--- config.mk ---
export PLATFORM = sky130hd
export DESIGN_NAME = bypass_cache
export DESIGN_NICKNAME = d
export VERILOG_FILES = /design/src/rtl/bypass_cache.sv
export SDC_FILE = /design/constraint.sdc
export NUM_CORES = 1
export LEC_CHECK = 0
export BUFFER_PORTS_ARGS = -buffer_cell sky130_fd_sc_hd__buf_2
export CAP_MARGIN = 10
export CORE_UTILIZATION = 61
export DETAILED_ROUTE_END_ITERATION = 7
export PLACE_DENSITY = 0.81
export SLEW_MARGIN = 20
export SYNTH_ARGS = -nofsm -noshare
export SYNTH_HDL_FRONTEND = slang
export SYNTH_SLANG_ARGS = --single-unit
--- constraint.sdc ---
create_clock -name clk -period 4.6 [get_ports clk]
set_input_delay 0 -clock clk [delete_from_list [all_inputs] [get_ports clk]]
set_output_delay 0 -clock clk [all_outputs]
set_load 0.05 [all_outputs]
--- src/rtl/bypass_cache.sv ---
module bypass_cache #(
  parameter int DEPTH = 8,
  parameter int NREG  = 32,
  parameter int DW    = 32
) (
  input  logic                    clk,
  input  logic                    rst_n,
  input  logic                    flush,
  input  logic                    wr_en,
  input  logic [$clog2(NREG)-1:0] wr_reg,
  input  logic [DW-1:0]           wr_data,
  input  logic [$clog2(NREG)-1:0] rd_reg_a,
  output logic                    hit_a,
  output logic [DW-1:0]           val_a,
  input  logic [$clog2(NREG)-1:0] rd_reg_b,
  output logic                    hit_b,
  output logic [DW-1:0]           val_b
);
  localparam int RW = $clog2(NREG);
  localparam int PW = (DEPTH > 1) ? $clog2(DEPTH) : 1;

  logic [DEPTH-1:0] vld;
  logic [RW-1:0]    tag [DEPTH];
  logic [DW-1:0]    dat [DEPTH];
  logic [PW-1:0]    ptr;

  logic [DEPTH-1:0] wm, am, bm;
  logic             wr_go, wr_in;
  logic [PW-1:0]    widx;

  for (genvar i = 0; i < DEPTH; i++) begin : g_cmp
    assign wm[i] = vld[i] && tag[i] == wr_reg;
    assign am[i] = vld[i] && tag[i] == rd_reg_a;
    assign bm[i] = vld[i] && tag[i] == rd_reg_b;
  end

  assign wr_go = wr_en && wr_reg != '0 && !flush;
  assign wr_in = |wm;

  always_comb begin
    widx = '0;
    for (int i = 0; i < DEPTH; i++)
      if (wm[i]) widx = PW'(i);
  end

  function automatic logic [DW-1:0] pick(input logic [DEPTH-1:0] m);
    logic [DW-1:0] v;
    v = '0;
    for (int i = 0; i < DEPTH; i++)
      if (m[i]) v = dat[i];
    return v;
  endfunction

  logic fwd_a, fwd_b;
  assign fwd_a = wr_go && wr_reg == rd_reg_a;
  assign fwd_b = wr_go && wr_reg == rd_reg_b;

  assign hit_a = !flush && rd_reg_a != '0 && (fwd_a || |am);
  assign hit_b = !flush && rd_reg_b != '0 && (fwd_b || |bm);
  assign val_a = fwd_a ? wr_data : pick(am);
  assign val_b = fwd_b ? wr_data : pick(bm);

  always_ff @(posedge clk or negedge rst_n) begin
    if (!rst_n) begin
      vld <= '0;
      ptr <= '0;
    end else if (flush) begin
      vld <= '0;
      ptr <= '0;
    end else if (wr_go && !wr_in) begin
      vld[ptr] <= 1'b1;
      ptr      <= (ptr == PW'(DEPTH-1)) ? '0 : ptr + 1'b1;
    end
  end

  always_ff @(posedge clk) begin
    if (wr_go) begin
      if (wr_in) begin
        dat[widx] <= wr_data;
      end else begin
        tag[ptr] <= wr_reg;
        dat[ptr] <= wr_data;
      end
    end
  end

  p_zero_miss_r5: assert property (@(posedge clk) disable iff (!rst_n)
    rd_reg_a == '0 |-> !hit_a);

  p_one_copy_r6: assert property (@(posedge clk) disable iff (!rst_n)
    $countones(am) <= 1);

  p_same_cycle_r4: assert property (@(posedge clk) disable iff (!rst_n)
    (wr_en && !flush && wr_reg != '0 && rd_reg_b == wr_reg) |-> (hit_b && val_b == wr_data));

  p_flush_empty_r8: assert property (@(posedge clk) disable iff (!rst_n)
    flush |=> (vld == '0 && ptr == '0));

  p_flush_miss_r9: assert property (@(posedge clk) disable iff (!rst_n)
    flush |-> (!hit_a && !hit_b));

  p_update_no_alloc_r6: assert property (@(posedge clk) disable iff (!rst_n)
    (!flush && wr_en && wr_in) |=> $stable(ptr));
endmodule

==> results.tsv, run 1 <==
stage	metric	value	unit
synth	Synth top cells by count	edfxtp_1, nand2_1, a21oi_1, xnor2_1, xor2_1	
critical_path	CP peak stage delay	520	ps
sta	relative max-transition margin	23.3	%
place	HPWL after DPL	27.7	mm
drt	Routed Antenna Nets	0	
clocking	Post-CTS Setup Inserts	0	
critical_path	start of the worst register-to-register path	tag[3][3]	
synth	post-synthesis sequential area ratio	57.8	%
clocking	Root Buffer	clkbuf_16	
drt	initial drt markers	1545	
synth	Yosys Warn Count	0	
die	Die X-Extent	163	µm
critical_path	worst path cell trace	xor2_1 -> nor4_1 -> nand3_2 -> buf_4 -> nand2b_1 -> buf_4 -> o221ai_1 -> nor3_1 -> a221o_1 -> buf_2	
critical_path	critical setup path kind	reg -> out	
synth	biggest area consumer among synthesized cells	edfxtp_1	
power_and_ir_drop	Pwr Total	6.13	mW
synth	Netlist cell types	58	
sta	max-slew violations	0	
global_route	number of global-route vias before repair	12300	
layout	share of layout cells above drive strength 1	20.8	%
synth	Async SR Flop Fraction	3.58	%
drt	drt first pass iters	6	
critical_path	WP data arrival	3920	ps
flow_run	maxcap violations	0	
synth	Primary FF master, synth	edfxtp_1	
clocking	Num Clock Sinks	307	
drt	routed wire length	45.3	mm
drt	DR WL/cell	26.1	µm
critical_path	Max FO, Critical Path	18	
sta	Fin Clk Skew	12.8	ps
clocking	CTS H-tree depth	1	
critical_path	crit path from	tag[7][4]	
sta	Worst-Margin Slew	1150	ps
place	RD Place Congestion	0.891	
synth	leading cell type by number of instances after synthesis	edfxtp_1	
clocking	worst-skew pair later-pin latency	560	ps
synth	Syn Inst Count	1258	
synth	Post-Syn Nets	1311	
worst_hold_path	worst min-delay path startpoint	wr_data[20]	
clocking	CTS Buf Count	31	
sta	RSZ-0062 raised after global routing	false	
clocking	Longest Clk Path Bufs	3	
critical_path	Setup crit end kind	output pin	
clocking	TritonCTS clock tree	yes	
drt	drt drc	0	
clocking	Post-CTS Hold Buffers	40	
sta	post-route setup TNS	0	ps
global_route	initial antenna violation count	0	
place	PortBufs	116	
synth	Avg Inst Size Synth	12.6	µm²
power_and_ir_drop	Peak VDD IR	325	µV
clocking	clk slew on worst S/H paths	60	ps
layout	# nets final	1431	
synth	EDFF count, synth	296	
sta	Final Hold Vio Count	0	
worst_hold_path	Hold Path Class	in -> reg	
layout	Synth-to-Final Area Change	15.2	%
die	core footprint	25300	µm²
synth	Cell Area, Synth	15800	µm²
critical_path	CP max stage cell	nand3_2	
synth	synth top area cells	edfxtp_1, mux2i_1, xnor2_1, xor2_1, a21oi_1	
drt	vias per cell	7.02	
die	number of placement rows	58	
global_route	first-pass GRT wire length	69.3	mm
power_and_ir_drop	P_leak	6.07	nW
place	Post-DP Area	16800	µm²
layout	fin util	72.0	%
critical_path	Required @ worst endpoint	4600	ps
global_route	pin count of the biggest net entering global routing	38	
sta	Final Cycle Share	85.2	%
drt	via count	12200	
synth	Synth top area share	56.1	%
die	die area	26600	µm²
sta	minimum clock period	3920	ps
outcome	status	complete, no violations	
sta	fmax	255	MHz
clocking	CTS resizes	0	
synth	number of synthesized register bits	307	
global_route	GR Overflow Total	0	
critical_path	CP dominant cell by count	buf_4	
sta	Finish-stage setup viols	0	
die	Die Y	163	µm
layout	Antenna Cells	0	
die	IO Count	117	
die	Initial Util	62.6	%
layout	Layout Cell Area excl Fill	18200	µm²
critical_path	CP startpoint kind	flop	
power_and_ir_drop	Power Dens Cells	336	nW/µm²
global_route	Tot GR Track Use	34.4	%
## worst max-delay path: cells and delay by family (launching register included)
family | cells | cell delay (ps)
and+or+nand+nor | 4 | 1280
DFF | 1 | 460
AOI/OAI and AO/OA | 2 | 450
xor gates and xnor gates | 1 | 180
buffers and inverters | 3 | 980
## cell families after synthesis
family,share of synthesized area [%]
DFF,57.8
and+or+nand+nor,6.77
AOI/OAI and AO/OA,20.3
muxes,4.07
xor gates and xnor gates,7.19
buffers and inverters,3.65
adders and majority gates,0.158
## report_power, final
part / switching (mW) / internal [mW]
sequential: 0.0220 / 3.10
combinational: 0.243 / 0.124
clock: 1.06 / 1.58
## layer usage
metal / wire, µm / up-vias / share of wire [%] / global-route usage, %
met2: 21600 / 889 / 48 / 55.5
li1: - / 5252 / - / -
met1: 17100 / 5897 / 38 / 45.9
met5: 0 / - / 0 / 0
met4: 1580 / 0 / 3.5 / 14.2
met3: 5050 / 128 / 11 / 6.42
## layout by cell type (no fill, tap or decap), types with 40 or more instances in the layout
cell type,synthesis,layout
nand2_1,104,104
a21oi_1,99,99
edfxtp_1,296,296
buf_2,36,116
xnor2_1,66,66
mux2i_1,61,61
dlygate4sd3_1,0,40
o211ai_1,61,61
xor2_1,64,64
## cell type report
cell class	instances	area (µm²)
Clock buffer	39	846
Clock inverter	19	225
Fill cell	1670	7080
Inverter	17	63.8
Multi-Input combinational cell	828	6250
Sequential cell	307	9160
Tap cell	330	413
Timing Repair Buffer	193	1290
## per-stage QoR
stage / hold WS [ps] / std cells / worst slack, ps
CTS: 270 / 1733 / 729
global placement: -106 / 1633 / 1270
global route: 298 / 1733 / 537
detailed placement: -87.3 / 1635 / 1130
finish: 289 / 1733 / 679
floorplan: -296 / 1258 / 1040
## path summary, 6_finish.rpt
path | endpoint | slack, ps | cells after the start
min reg2reg | vld[4] | 600 | 2
max | val_b[30] | 680 | 10
min in group asynchronous | vld[1] | 520 | 3
min | dat[2][20] | 290 | 2
max in group asynchronous | vld[0] | 3670 | 3
max reg2reg | dat[3][31] | 1060 | 8
## flip-flops by register name, summed over array words and instances, names as in the netlist
name  cells
tag      40
ptr       3
vld       8
dat     256
(Power assumes the default switching activity.)
==> inputs of run 2 (changes only) <==
- REMOVE_ABC_BUFFERS: unset -> 1
==> results.tsv, run 2 (synthesis results as in run 1) <==
stage	metric	value	unit	change
power_and_ir_drop	Peak VDD IR	363	µV	+12%
drt	via count	12100		-0.27%
outcome	status	complete, no violations		
clocking	clk slew on worst S/H paths	60	ps	about the same
sta	Worst-Margin Slew	1170	ps	+21.5 ps
drt	Routed Antenna Nets	0		unchanged
die	Initial Util	62.6	%	unchanged
layout	commonest non-fill, non-tap cell in the layout	edfxtp_1		
worst_hold_path	worst min-delay path startpoint	wr_en		
power_and_ir_drop	P_leak	6.01	nW	-1.0%
sta	minimum clock period	4000	ps	+81.4 ps
layout	# nets final	1429		-0.14%
place	RD Place Congestion	0.933		+4.7%
critical_path	Required @ worst endpoint	4600	ps	about the same
global_route	initial antenna violation count	0		unchanged
die	Die Y	163	µm	unchanged
critical_path	critical setup path kind	reg -> out		
place	dpl ws	1150	ps	+21.8 ps
global_route	number of global-route vias before repair	12100		-1.7%
die	core footprint	25300	µm²	unchanged
drt	drt drc	0		unchanged
sta	Final Cycle Share	87.0	%	+1.8 points
sta	setup ws final	598	ps	-81.4 ps
clocking	worst-skew pair later-pin latency	560	ps	about the same
die	die area	26600	µm²	unchanged
worst_hold_path	Hold Crit Depth	5		+3
clocking	Num Clock Sinks	307		unchanged
layout	Synth-to-Final Area Change	14.4	%	
layout	Layout Cell Area excl Fill	18100	µm²	-0.62%
critical_path	RR Endpoint	dat[0][16]		
clocking	TritonCTS clock tree	yes		
place	PortBufs	116		unchanged
layout	share of layout cells above drive strength 1	20.2	%	-0.60 points
die	Die X-Extent	163	µm	unchanged
layout	commonest non-fill, non-tap cells in the layout	edfxtp_1, buf_2, nand2_1		
sta	Fin Hold WS	264	ps	-24.7 ps
clocking	Longest Clk Path Bufs	3		unchanged
layout	Reg with most FFs	dat		
critical_path	CP peak stage delay	890	ps	+370 ps
critical_path	reg2reg setup slack	1070	ps	about the same
sta	Finish-stage setup viols	0		unchanged
worst_hold_path	Hold Path Class	in -> reg		
place	Post-DP Area	16700	µm²	-0.25%
sta	post-route setup TNS	0	ps	unchanged
global_route	GR Overflow Total	0		unchanged
global_route	pin count of the biggest net entering global routing	67		+76%
sta	relative max-transition margin	21.9	%	-1.4 points
layout	Fill cells	1703		+2.0%
global_route	first-pass GRT wire length	69.6	mm	+0.42%
clocking	Root Buffer	clkbuf_16		
critical_path	worst path cell trace	xor2_1 -> nor4_1 -> nand3_2 -> nand2b_1 -> buf_4 -> o221ai_1 -> o21ai_1 -> buf_2		
critical_path	CP max stage cell	nand2b_1		
critical_path	CP Buf/Inv Count	2		-1
worst_hold_path	hold endpoint	ptr[1]		
die	IO Count	117		unchanged
die	number of placement rows	58		unchanged
critical_path	start of the worst register-to-register path	tag[1][3]		
critical_path	WP data arrival	4000	ps	+80 ps
power_and_ir_drop	Power Dens Cells	326	nW/µm²	-2.8%
drt	routed wire length	45.4	mm	+0.32%
critical_path	CP startpoint kind	flop		
sta	Final Hold Vio Count	0		unchanged
drt	DR WL/cell	26.2	µm	+0.49%
critical_path	worst r2r path cells	8		unchanged
layout	Top Registers	dat x256, tag x40, vld x8		
clocking	CTS H-tree depth	1		unchanged
critical_path	Max FO, Critical Path	19		+1
sta	Fin Clk Skew	10.2	ps	-2.52 ps
layout	Antenna Cells	0		unchanged
critical_path	Setup crit end kind	output pin		
critical_path	cell family with most CP delay	simple AND/OR/NAND/NOR gates		
clocking	Post-CTS Setup Inserts	0		unchanged
drt	vias per cell	7.01		about the same
flow_run	maxcap violations	0		unchanged
sta	RSZ-0062 raised after global routing	false		
layout	Largest register FFs	256		unchanged
sta	max-slew violations	0		unchanged
global_route	Tot GR Track Use	34.5	%	+0.093 points
drt	initial drt markers	1598		+3.4%
clocking	CTS Buf Count	31		unchanged
place	HPWL after DPL	27.4	mm	-0.99%
sta	fmax	250	MHz	-2.0%
drt	drt first pass iters	6		unchanged
-- run 2: layer usage --
layer / vias to the layer above / wire length [µm] / share of wire (%) / track usage, %
met5: - / 0 / 0 / 0
met4: 0 / 1630 / 3.6 / 14.4
met3: 140 / 5110 / 11 / 4.85
met2: 910 / 21400 / 47 / 55.1
met1: 5853 / 17300 / 38 / 47.5
li1: 5230 / - / - / -
-- run 2: worst max-delay path by stage --
| stage | start | to | slack [ps] | cells past startpoint |
|---|---|---|---|---|
| floorplan | tag[5][2] | val_b[29] | -2520 | 6 |
| detailed placement | tag[1][3] | dat[0][28] | 1150 | 8 |
| global route | tag[7][1] | val_a[19] | 430 | 9 |
| CTS | tag[7][1] | val_a[7] | 720 | 8 |
| finish | tag[7][1] | val_a[19] | 600 | 8 |
| global placement | tag[1][3] | dat[6][4] | 1220 | 7 |
-- run 2: worst reg2reg max path: stages (launching register included) --
cell	delay, ps
edfxtp_1	450
xor2_1	190
nor4_1	550
a32o_1	310
nor3_2	70
nand3b_2	160
mux2_2	460
nor2_4	710
buf_4	330
-- run 2: report_power, final --
| part | total, mW | switching (mW) | internal, mW |
|---|---|---|---|
| logic | 0.363 | 0.240 | 0.123 |
| clock network | 2.44 | 1.04 | 1.40 |
| registers | 3.12 | 0.0240 | 3.10 |
-- run 2: what timing repair did --
action	4_1_cts	5_1_grt
endpoints found under the hold margin	318	0
resized for setup	0	0
hold buffers	40	0
-- run 2: metrics by stage --
step	util (%)	instances	total power [mW]
floorplan	-	1152	3.34
global placement	66.1	1632	3.50
detailed placement	66.1	1632	3.51
CTS	71.5	1729	5.92
global route	71.6	1730	6.04
finish	71.6	1730	5.92
-- run 2: final cells by class --
type / instances / area (µm²) / share of cell area (%)
multi-input combinational: 828 / 6250 / 34.5
sequential: 307 / 9160 / 50.5
clock inverter: 13 / 114 / 0.628
inverter: 17 / 63.8 / 0.352
clock buffer: 44 / 855 / 4.71
tap: 330 / 413 / 2.28
timing repair buffer: 191 / 1280 / 7.04
